### src/rtl/pic_cpu_pkg.sv
package pic_cpu_pkg;
  typedef enum logic [1:0] {
    SEL_TPRI  = 2'd0,
    SEL_IDENT = 2'd1,
    SEL_ACK   = 2'd2,
    SEL_EOI   = 2'd3
  } sel_e;
endpackage

### src/rtl/pic_prio_pick.sv
module pic_prio_pick #(
  parameter int N  = 8,
  parameter int PW = 4,
  parameter int IW = 3
) (
  input  logic [N-1:0]    mask_i,
  input  logic [N*PW-1:0] prio_i,
  output logic            valid_o,
  output logic [IW-1:0]   idx_o,
  output logic [PW-1:0]   prio_o
);
  // strict compare keeps the lowest index on ties
  always_comb begin
    valid_o = 1'b0;
    idx_o   = '0;
    prio_o  = '0;
    for (int i = 0; i < N; i++) begin
      if (mask_i[i] && (!valid_o || prio_i[i*PW +: PW] > prio_o)) begin
        valid_o = 1'b1;
        idx_o   = IW'(i);
        prio_o  = prio_i[i*PW +: PW];
      end
    end
  end
endmodule

### src/rtl/pic_cpu_port.sv
module pic_cpu_port
  import pic_cpu_pkg::*;
#(
  parameter int NUM_SRC = 8,
  parameter int PRIO_W  = 4,
  parameter int VEC_W   = 8,
  parameter int DATA_W  = 32,
  parameter int CPU_ID  = 0
) (
  input  logic                      clk_i,
  input  logic                      rst_ni,
  input  logic [NUM_SRC-1:0]        raise_i,
  input  logic [NUM_SRC*PRIO_W-1:0] src_prio_i,
  input  logic [NUM_SRC*VEC_W-1:0]  src_vec_i,
  input  logic [NUM_SRC-1:0]        src_act_i,
  input  logic [NUM_SRC-1:0]        src_sense_i,
  input  logic [VEC_W-1:0]          spur_vec_i,
  input  logic                      rd_i,
  input  logic                      wr_i,
  input  logic [1:0]                sel_i,
  input  logic [DATA_W-1:0]         wdata_i,
  output logic [DATA_W-1:0]         rdata_o,
  output logic                      int_o,
  output logic [NUM_SRC-1:0]        act_clr_o,
  output logic [NUM_SRC-1:0]        pend_clr_o
);
  localparam int IW = (NUM_SRC > 1) ? $clog2(NUM_SRC) : 1;

  logic [NUM_SRC-1:0] raised_q, inserv_q, raised_d, inserv_d;
  logic [PRIO_W-1:0]  tpr_q;
  logic               int_q, int_d;

  logic              rs_v, sv_v, sa_v;
  logic [IW-1:0]     rs_idx, sv_idx, sa_idx;
  logic [PRIO_W-1:0] rs_prio, sv_prio, sa_prio;
  logic [NUM_SRC-1:0] sv_hot, rs_hot, after_eoi;

  pic_prio_pick #(.N(NUM_SRC), .PW(PRIO_W), .IW(IW)) u_pick_raised (
    .mask_i(raised_q), .prio_i(src_prio_i),
    .valid_o(rs_v), .idx_o(rs_idx), .prio_o(rs_prio));

  pic_prio_pick #(.N(NUM_SRC), .PW(PRIO_W), .IW(IW)) u_pick_serv (
    .mask_i(inserv_q), .prio_i(src_prio_i),
    .valid_o(sv_v), .idx_o(sv_idx), .prio_o(sv_prio));

  assign sv_hot    = sv_v ? (NUM_SRC'(1) << sv_idx) : '0;
  assign rs_hot    = rs_v ? (NUM_SRC'(1) << rs_idx) : '0;
  assign after_eoi = inserv_q & ~sv_hot;

  pic_prio_pick #(.N(NUM_SRC), .PW(PRIO_W), .IW(IW)) u_pick_after (
    .mask_i(after_eoi), .prio_i(src_prio_i),
    .valid_o(sa_v), .idx_o(sa_idx), .prio_o(sa_prio));

  logic ack_rd, eoi_wr, tpr_wr, ack_ok, eoi_cond, raise_hit;
  logic [NUM_SRC-1:0] ack_take;

  assign ack_rd   = rd_i && (sel_e'(sel_i) == SEL_ACK);
  assign eoi_wr   = wr_i && (sel_e'(sel_i) == SEL_EOI);
  assign tpr_wr   = wr_i && (sel_e'(sel_i) == SEL_TPRI);
  assign ack_ok   = rs_v && src_act_i[rs_idx] && (rs_prio > tpr_q);
  assign ack_take = ack_rd ? rs_hot : '0;
  assign eoi_cond = rs_v && (!sa_v || rs_prio > sa_prio);

  always_comb begin
    raise_hit = 1'b0;
    for (int i = 0; i < NUM_SRC; i++) begin
      if (raise_i[i] && !ack_take[i] &&
          src_prio_i[i*PRIO_W +: PRIO_W] > tpr_q &&
          (!sv_v || src_prio_i[i*PRIO_W +: PRIO_W] > sv_prio))
        raise_hit = 1'b1;
    end
  end

  always_comb begin
    act_clr_o  = '0;
    pend_clr_o = '0;
    if (ack_rd && rs_v) begin
      if (!ack_ok || !src_sense_i[rs_idx]) act_clr_o = rs_hot;
      if (!src_sense_i[rs_idx])            pend_clr_o = rs_hot;
    end
  end

  always_comb begin
    rdata_o = '0;
    if (rd_i) begin
      unique case (sel_e'(sel_i))
        SEL_TPRI:  rdata_o = DATA_W'(tpr_q);
        SEL_IDENT: rdata_o = DATA_W'(CPU_ID);
        SEL_ACK:   rdata_o = DATA_W'(ack_ok ? src_vec_i[rs_idx*VEC_W +: VEC_W] : spur_vec_i);
        SEL_EOI:   rdata_o = '0;
        default:   rdata_o = '0;
      endcase
    end
  end

  assign raised_d = (raised_q | raise_i) & ~ack_take;
  assign inserv_d = (inserv_q | ((ack_rd && ack_ok) ? rs_hot : '0))
                    & ~(eoi_wr ? sv_hot : '0);

  always_comb begin
    if (ack_rd)      int_d = 1'b0;
    else if (eoi_wr) int_d = eoi_cond | raise_hit;
    else             int_d = int_q | raise_hit;
  end

  always_ff @(posedge clk_i or negedge rst_ni) begin
    if (!rst_ni) begin
      raised_q <= '0;
      inserv_q <= '0;
      tpr_q    <= '0;
      int_q    <= 1'b0;
    end else begin
      raised_q <= raised_d;
      inserv_q <= inserv_d;
      int_q    <= int_d;
      if (tpr_wr) tpr_q <= wdata_i[PRIO_W-1:0];
    end
  end

  assign int_o = int_q;

  p_ack_drops_int_r5: assert property (@(posedge clk_i) disable iff (!rst_ni)
    ack_rd |=> !int_o);
  p_tpr_low_bits_r2: assert property (@(posedge clk_i) disable iff (!rst_ni)
    tpr_wr |=> tpr_q == $past(wdata_i[PRIO_W-1:0]));
  p_ack_leaves_raised_r7: assert property (@(posedge clk_i) disable iff (!rst_ni)
    (ack_rd && rs_v) |=> !raised_q[$past(rs_idx)]);
  p_eoi_retires_r10: assert property (@(posedge clk_i) disable iff (!rst_ni)
    (eoi_wr && sv_v) |=> !inserv_q[$past(sv_idx)]);
  p_stale_no_service_r8: assert property (@(posedge clk_i) disable iff (!rst_ni)
    (ack_rd && rs_v && !ack_ok && !inserv_q[rs_idx]) |=> !inserv_q[$past(rs_idx)]);
  p_clr_onehot_r9: assert property (@(posedge clk_i) disable iff (!rst_ni)
    $onehot0(act_clr_o) && ((pend_clr_o & ~act_clr_o) == '0));
endmodule

### config.mk
export PLATFORM = sky130hd
export DESIGN_NAME = pic_cpu_port
export DESIGN_NICKNAME = d
export VERILOG_FILES = /design/src/rtl/pic_cpu_pkg.sv /design/src/rtl/pic_prio_pick.sv /design/src/rtl/pic_cpu_port.sv
export SDC_FILE = /design/constraint.sdc
export NUM_CORES = 1
export LEC_CHECK = 0
export ABC_AREA = 0
export BUFFER_PORTS_ARGS = -buffer_cell sky130_fd_sc_hd__buf_2
export CAP_MARGIN = 5
export CORE_UTILIZATION = 55
export DETAILED_ROUTE_END_ITERATION = 12
export PLACE_DENSITY = 0.84
export SYNTH_ARGS = -nofsm -noshare
export SYNTH_HDL_FRONTEND = slang
export SYNTH_SLANG_ARGS = --single-unit
### constraint.sdc
create_clock -name clk_i -period 25.8 [get_ports clk_i]
set_input_delay 3.87 -clock clk_i [delete_from_list [all_inputs] [get_ports clk_i]]
set_output_delay 3.87 -clock clk_i [all_outputs]
set_load 0.1 [all_outputs]
Word level (Yosys, flattened, before mapping). Index checks and enable logic that the tools add are counted.

Shift operators: 3. Bitwise operators: 10. Add/subtract/negate cells: 0. Multipliers: 0. Reduce and logical (&&, ||, !) cells: 119. Order comparisons: 40. Divide/modulo/power cells: 0. Equal/unequal tests: 3. Mux-type cells: 88.

Operator list (count): 4-bit > comparator (39); 4-bit 2-to-1 mux (24); 32-bit one-hot mux with 3 select lines (1); 8-bit 2-to-1 mux (10); 64-bit by 7-bit indexed part select with 8-bit output (1); 1-bit logical AND (53); 1-bit 2-to-1 mux (38); 1-bit zero test (33); 32-bit 2-to-1 mux (1); 1-bit logical OR (31); 8-bit bitwise AND (3); 3-bit 2-to-1 mux (8); 8-bit inverter (3); 8-bit bitwise OR (2); 1-bit by 3-bit << shifter with 8-bit output (first input constant) (2); 2-bit 2-to-1 mux (4); 1-bit binary-select mux with 3-bit select (2); 2-bit equality test (second input constant) (2); 3-bit by 4-bit less-than comparator with 1-bit output (second input constant) (1); 2-bit by 1-bit equality test with 1-bit output (second input constant) (1); 2-bit zero test (1); 1-bit bitwise OR (2); 2-bit OR reduction (1).

Output and inout bits: 49. Memory bits (read-only): 0. Latch bits: 0. Register bits: 21. Memories: 0. Bits in writable memories: 0.

Depth between registers and ports, before layout. Gate-level depths: netlist of the first run.

Depth after elaboration: 68. Mapped depth: 135. Depth with buffers taken out: 128.

Hierarchy. From an unflattened synthesis of the first run, not the netlist that was laid out.

Cells, all modules: 1046. Area total of the unflattened synthesis: 8262.9 µm².

Modules (own cells, without submodules): pic_cpu_port (cells each 424, area an instance 3713.6 µm², seq. area each 525.5 µm², times used 1); pic_prio_pick at u_pick_raised ... (cells each 206, area an instance 1515.2 µm², seq. area each 0.0 µm², times used 2); pic_prio_pick at u_pick_after (cells each 210, area an instance 1519.0 µm², seq. area each 0.0 µm², times used 1).

Least setup slack after synthesis of the first run. No wires, ideal clock.

Path kind: in2reg. Start point: in src_prio_i[1]. End point: reg int_q, in the netlist int_o. Path buffers: 5. Setup slack: 1.319 ns. Cell stages on the path: 119. Data required time: 25.662 ns. Arrival time: 24.343 ns. Cell sequence: and2_1 -> inv_1 -> ha_1 -> nor2b_1 -> o211ai_1 -> nand2_1 -> a21o_1 -> nand2_1 -> mux2i_1 -> inv_1 -> ha_1 -> nor2b_1 -> o211ai_1 -> a31o_2 -> mux2_2 -> ha_1 -> a41oi_1 -> a22oi_1 -> [83 not listed] -> a21o_1 -> o21ai_0 -> o21ai_1 -> ha_1 -> nor2b_1 -> o21ai_0 -> nand2b_1 -> a21oi_1 -> a41o_1 -> a21oi_1 -> mux2_2 -> ha_1 -> o21ai_0 -> nand2b_1 -> a21oi_1 -> a41oi_1 -> o211ai_1 -> a31oi_1.

Longest elaborated chain between the ends: 68.

Ends and longest elaborated chain: start, declared (RTL line pic_cpu_port.sv:13) `input logic [NUM_SRC*PRIO_W-1:0] src_prio_i,`; 4-bit 2-to-1 mux (RTL line pic_prio_pick.sv:18) `if (mask_i[i] && (!valid_o || prio_i[i*PW +: PW] > prio_o)) begin`; 4-bit > comparator (RTL line pic_prio_pick.sv:18); 1-bit logical OR (RTL line pic_prio_pick.sv:18); 1-bit logical AND (RTL line pic_prio_pick.sv:18); 4-bit 2-to-1 mux / 1-bit 2-to-1 mux (equally long branches) (RTL line pic_prio_pick.sv:18); 4-bit > comparator / 1-bit zero test (equally long branches) (RTL line pic_prio_pick.sv:18); 1-bit logical OR (RTL line pic_prio_pick.sv:18); 1-bit logical AND (RTL line pic_prio_pick.sv:18); [53 not listed]; 4-bit 2-to-1 mux / 1-bit 2-to-1 mux (equally long branches) (RTL line pic_prio_pick.sv:18); 4-bit > comparator / 1-bit zero test (equally long branches) (RTL line pic_cpu_port.sv:62) `assign eoi_cond = rs_v && (!sa_v || rs_prio > sa_prio);`; 1-bit logical OR (RTL line pic_cpu_port.sv:62); 1-bit logical AND (RTL line pic_cpu_port.sv:62); 1-bit bitwise OR (RTL line pic_cpu_port.sv:102) `else if (eoi_wr) int_d = eoi_cond | raise_hit;`; 1-bit 2-to-1 mux (*) (RTL line pic_cpu_port.sv:102); 1-bit 2-to-1 mux (*) (RTL line pic_cpu_port.sv:101) `if (ack_rd) int_d = 1'b0;`; via int_d (RTL line pic_cpu_port.sv:31) `logic int_q, int_d;`; end signal, assigned (RTL line pic_cpu_port.sv:115) `int_q <= int_d;`; end, declared (RTL line pic_cpu_port.sv:31).

Mark *: on every way through the listed nets, which the timed path passes. The rest lies on a longest branch. A chain may end at the register's enable or synchronous reset.

Final worst setup path of the first run. Same ends and word-level chain as after synthesis.

==> results of run 1 <==
through the flow:
step,hold slack [ns],cells,instance area (µm²),util [%]
finish,0.5475,1314,8760,68.85
global route,0.5635,1314,8760,68.85
CTS,0.5407,1293,8308,65.30
detailed placement,0.5261,1289,8223,64.63
global placement,0.5082,1289,8223,64.63
floorplan,0.4714,987,7336,-
placed cells by master (no fill, tap or decap), types with 5 or more instances in the layout:
cell	count
a21o_1	6
a21oi_1	62
a21oi_2	13
a31oi_1	9
a41o_1	8
a41oi_1	17
and2_1	6
buf_2	163
buf_4	38
conb_1	24
dfrtp_1	21
ha_1	150
inv_1	60
mux2_2	32
mux2i_1	33
nand2_1	77
nand2_2	5
nand2b_1	31
nand3_1	16
nand4_1	10
nor2_1	74
nor2b_1	34
nor3_1	13
o211ai_1	21
o21a_1	13
o21ai_0	56
o21ai_1	18
o221ai_1	5
or2_2	8
timing repair:
item / 4_1_cts / 5_1_grt
endpoints found under the setup margin: 1 / 1
buffers inserted: 0 / 18
gates resized for setup: 1 / 75
cloned: 0 / 2
pin swaps: 0 / 21
cell families (layout without fill, tap and decap cells):
group	Yosys count	after routing	share of synthesized area (%)
adder cells (fa/ha/maj)	154	154	26.58
buffers and inverters	112	265	7.352
other	1	25	0.05173
AND/OR/NAND/NOR	301	301	20.25
flip-flops	21	21	7.249
multiplexers	69	69	10.10
AO/OA/AOI/OAI	306	307	28.43
final cells by class:
class	instances	area (µm²)	share of cell area (%)
clock inverters	1	5.005	0.05713
repair buffers	201	1101	12.57
inverters	60	225.2	2.571
diodes	1	2.502	0.02857
flip-flops and latches	21	525.5	5.999
clock buffers	3	75.07	0.8570
multi-input cells	855	6610	75.46
well taps	172	215.2	2.457
sequential cells by signal, summed over array words and instances (netlist names):
signal / flops
tpr_q: 4
int_o: 1
inserv_q: 8
raised_q: 8
per-layer routing:
layer	up-vias	global-route usage, %
li1	3948	-
met5	-	0
met4	0	15.86
met2	474	61.38
met1	3879	41.98
met3	76	4.377
critical path: cells and delay by family:
family | cells | cell delay (ns)
AO/OA/AOI/OAI | 64 | 10.26
adder cells (fa/ha/maj) | 15 | 3.90
buffers and inverters | 8 | 1.02
multiplexers | 5 | 1.60
AND/OR/NAND/NOR | 35 | 4.18
final timing paths:
kind                                to  slack [ns]
min                        raised_q[6]        0.55
max                              int_o        1.01
max reg2reg                      int_o        4.00
max in group asynchronous  inserv_q[0]       21.83
min in group asynchronous  raised_q[6]        3.58
min reg2reg                raised_q[6]        0.55
==> run_results.csv, run 1 <==
group,metric,value,unit
outcome,status,"completed",
setup_path,critical_path.slowest_cell,"mux2_2",
worst_hold_path,min-delay-start,"raised_q[6]",
synth,ys_warn_count,0,
setup_path,rr_startpoint,"inserv_q[0]",
setup_path,cpPeakStageDelay,0.41,ns
setup_path,critical_path.startpoint,"src_prio_i[1]",
floorplan,dieArea,13640,µm²
placed_design,post-place-ws,-0.3770,ns
synth,synthDominantCellAreaShare,26.58,%
global_route,overflow,0,
routing,wl_met1,9368,µm
timing,drv_slew,0,
timing,max_slew.worst_pin.slew,1.176,ns
synth,avgSynthCellArea,7.520,µm²
synth,syn_inst,964,
flow_run,max_cap_viol_count,0,
synth,synth_common_cells,"ha_1, nand2_1, nor2_1",
timing,period_needed,24.79,ns
setup_path,critPathKind,"in -> reg",
placed_design,dpl.hpwl,19290,µm
worst_hold_path,hold_depth,1,
setup_path,r2r_cells,126,
synth,synth.most_common_cell,"ha_1",
floorplan,row_count,41,
setup_path,endpoint_kind,"flop",
synth,synth_cell_types,73,
worst_hold_path,hp-class,"reg -> reg",
timing,totalNegativeSetupSlack,0,ns
setup_path,startpoint_type,"primary input",
timing,setup_ws,1.005,ns
synth,ys_top_cells_by_area,"ha_1, dfrtp_1, a21oi_1",
floorplan,dieHeight,116.8,µm
timing,finalSetupViolations,0,
clocking,h-tree-depth,1,
synth,synth-edff-count,0,
cells_and_area,syn2layout_area_growth,20.83,%
routing,ant_nets,0,
clocking,cts_buffer_depth,2,
synth,yosysTopAreaCell,"ha_1",
placed_design,numPortBuffers,162,
global_route,grt_pass1_vias,7639,
setup_path,crit_fanout,7,
synth,ys_seq_elements,21,
clocking,cts_hold_buf,0,
global_route,grt_pass1_wl,37070,µm
global_route,grt_max_degree,34,
floorplan,start_util,56.98,%
routing,highest_layer,"met4",
floorplan,pin_count,215,
setup_path,cp_common_cell,"ha_1",
routing,wirelength,24610,µm
timing,max_freq,40.33,MHz
routing,drc,0,
routing,via_count,8377,
timing,hold_violations,0,
routing,routedWlPerCell,18.73,µm
routing,wl_met3,2352,µm
synth,async_flop_share,100.0,%
timing,fin_crit_sh,96.10,%
clocking,cts_made_buffers,3,
floorplan,die_w,116.8,µm
cells_and_area,nFillCells,1080,
synth,netlist_area,7249,µm²
routing,viasPerCell,6.375,
clocking,clock_latency,0.26,ns
timing,slew-limit-headroom,20.95,%
clocking,tritoncts,"done",
global_route,antenna_found_initial,1,
clocking,cts.sinks,21,
routing,drtPass1Iterations,8,
global_route,grt_usage,34.72,%
timing,finClkSkew,0.009534,ns
cells_and_area,nets,1462,
setup_path,arrival,24.89,ns
clocking,cts_root_buf,"clkbuf_16",
placed_design,place_congestion,0.9410,
routing,first_iter_violations,720,
synth,yosys_most_used_dff,"dfrtp_1",
clocking,clkSlewWorstSetupHoldPaths,0.07,ns
setup_path,required,25.89,ns
floorplan,coreArea,12720,µm²
synth,ys_seq_area_share,7.249,%
cells_and_area,drive_above_1_share,27.26,%
routing,wl_met2,11940,µm
Power of run 1 is not shown: default switching activity piles up to over one toggle a cycle in this logic, so the estimate is an artifact.
==> inputs of run 2 (changes only) <==
--- a/config.mk
+++ b/config.mk
@@ -8,9 +8,11 @@
 export ABC_AREA = 0
 export BUFFER_PORTS_ARGS = -buffer_cell sky130_fd_sc_hd__buf_2
 export CAP_MARGIN = 5
-export CORE_UTILIZATION = 55
+export CORE_UTILIZATION = 44
 export DETAILED_ROUTE_END_ITERATION = 12
-export PLACE_DENSITY = 0.84
+export PLACE_DENSITY = 0.7
+export RECOVER_POWER = 100
+export SETUP_SLACK_MARGIN = 0.4
 export SYNTH_ARGS = -nofsm -noshare
 export SYNTH_HDL_FRONTEND = slang
 export SYNTH_SLANG_ARGS = --single-unit
==> run 2 against run 1 <==
Compared with the run above:
- die area rose by 25%
- maximum frequency fell by 0.17%
- clock skew down 0.0046 ns
- cell area up 2.7%
- setup slack worse by 0.043 ns
- non-clock buffer count is 22 higher
- clock-buffer cell count rose by 1
- first-iteration DRC count is 40% lower
- utilization down 13 points
- the run now ends with max-capacitance violations, max-slew violations left
==> run_results.csv, run 2 (same netlist as run 1, synthesis figures left out) <==
group,metric,value,unit
timing,max_slew.worst_pin.slew,1.789,ns
global_route,overflow,0,
timing,period_needed,24.84,ns
global_route,grt_max_degree,34,
global_route,antenna_found_initial,2,
timing,drv_slew,19,
setup_path,endpoint_kind,"flop",
routing,viasPerCell,5.907,
routing,wirelength,25100,µm
floorplan,row_count,46,
cells_and_area,drive_above_1_share,28.40,%
global_route,use_met2,51.66,%
setup_path,crit_fanout,11,
cells_and_area,nets,1483,
routing,first_iter_violations,434,
cells_and_area,mostFrequentLayoutCell,"ha_1",
setup_path,cpLargestDelayFamily,"compound AO/OA/AOI/OAI gates",
timing,finClkSkew,0.004970,ns
timing,fin_crit_sh,96.27,%
routing,drtPass1Iterations,5,
setup_path,startpoint_type,"primary input",
floorplan,coreArea,16000,µm²
cells_and_area,regArea,525.5,µm²
floorplan,pin_count,215,
cells_and_area,nFillCells,1550,
cells_and_area,multiInputGateArea,6613,µm²
global_route,grt_util_met3,3.075,%
global_route,grt_usage,28.58,%
timing,slew-limit-headroom,-20.20,%
outcome,status,"finished with violations",
clocking,clock_latency,0.26,ns
routing,routedWlPerCell,18.19,µm
floorplan,start_util,45.31,%
timing,finalSetupViolations,0,
setup_path,arrival,24.93,ns
setup_path,critPathBufInv,12,
clocking,cts_root_buf,"clkbuf_16",
setup_path,cpPeakStageDelay,0.38,ns
clocking,tritoncts,"done",
cells_and_area,final_cell_mix,"ha_1, buf_2, nand2_1",
placed_design,place_congestion,0.8926,
setup_path,required,25.89,ns
global_route,grt_pass1_vias,7433,
placed_design,dpl.hpwl,19890,µm
timing,max_freq,40.26,MHz
cells_and_area,final_core_util,56.22,%
global_route,top_usage_layer,"met2",
setup_path,cp_common_cell,"ha_1",
routing,via_count,8151,
timing,hold_violations,0,
global_route,grtUsageMet1,34.92,%
floorplan,dieArea,16990,µm²
clocking,cts.sinks,21,
setup_path,critical_path.slowest_cell,"a21oi_1",
outcome,violations,"max-capacitance violations, max-slew violations",
clocking,h-tree-depth,1,
routing,drc,0,
setup_path,critPathKind,"in -> reg",
cells_and_area,largest_registers,"inserv_q (8), raised_q (8), tpr_q (4)",
worst_hold_path,hp-class,"reg -> reg",
cells_and_area,syn2layout_area_growth,24.09,%
flow_run,max_cap_viol_count,1,
clocking,clkSlewWorstSetupHoldPaths,0.06,ns
routing,ant_nets,0,
global_route,grt_pass1_wl,37840,µm
floorplan,die_w,130.4,µm
clocking,cts_buffer_depth,2,
placed_design,numPortBuffers,162,
clocking,cts_made_buffers,3,
floorplan,dieHeight,130.4,µm
-- run 2: changes by cell type in the layout (fill, tap and decap cells not counted), moves of 3 or more --
cell,before,now
a21oi_1,62,59
buf_4,38,58
buf_6,0,3
o21ai_1,18,14
clkbuf_1,0,10
mux2_2,32,29
clkbuf_2,0,14
o21ai_2,2,8
buf_2,163,138
-- run 2: tightest hold or removal path, stage by stage, from the launching register on --
cell	delay, ns
dfrtp_1	0.37
nor2_1	0.06
nor2_1	0.07
-- run 2: path summary, 6_finish.rpt --
check | start | end | slack (ns) | depth (start not counted)
max | src_prio_i[1] | int_o | 0.96 | 131
min in group asynchronous | rst_ni | raised_q[0] | 3.88 | 1
min reg2reg | raised_q[4] | raised_q[4] | 0.54 | 2
min | raised_q[4] | raised_q[4] | 0.54 | 2
max in group asynchronous | rst_ni | inserv_q[2] | 21.16 | 1
max reg2reg | inserv_q[0] | int_o | 3.88 | 130
-- run 2: area by class of cell --
class	count	area share [%]
multi-input cells	854	73.50
repair buffers	223	14.21
flip-flops and latches	21	5.841
well taps	216	3.004
inverters	60	2.503
clock buffers	4	0.8762
diodes	2	0.05563
-- run 2: timing repair --
action,in CTS,in global routing
resized for setup,3,92
cloned,0,1
hold buffers,0,0
buffers inserted,1,28
pin swaps,1,32
endpoints found under the setup margin,1,1
-- run 2: per-stage QoR --
stage	TNS (ns)	instances	setup slack, ns	hold slack (ns)	area [µm²]
floorplan	0	987	1.319	0.4714	7336
global placement	0	1344	0.07749	0.5149	8361
detailed placement	-0.1006	1344	-0.1006	0.5251	8361
CTS	0	1349	0.4506	0.5395	8454
global route	-0.3451	1380	-0.3451	0.5548	8996
finish	0	1380	0.9623	0.5414	8996
-- run 2: routing by layer --
metal | part of all wire (%) | vias up
met5 | 0 | -
met2 | 49 | 331
li1 | - | 3987
met1 | 41 | 3781
met3 | 6.2 | 52
met4 | 3.5 | 0
Power of run 2 is left out for the same reason.
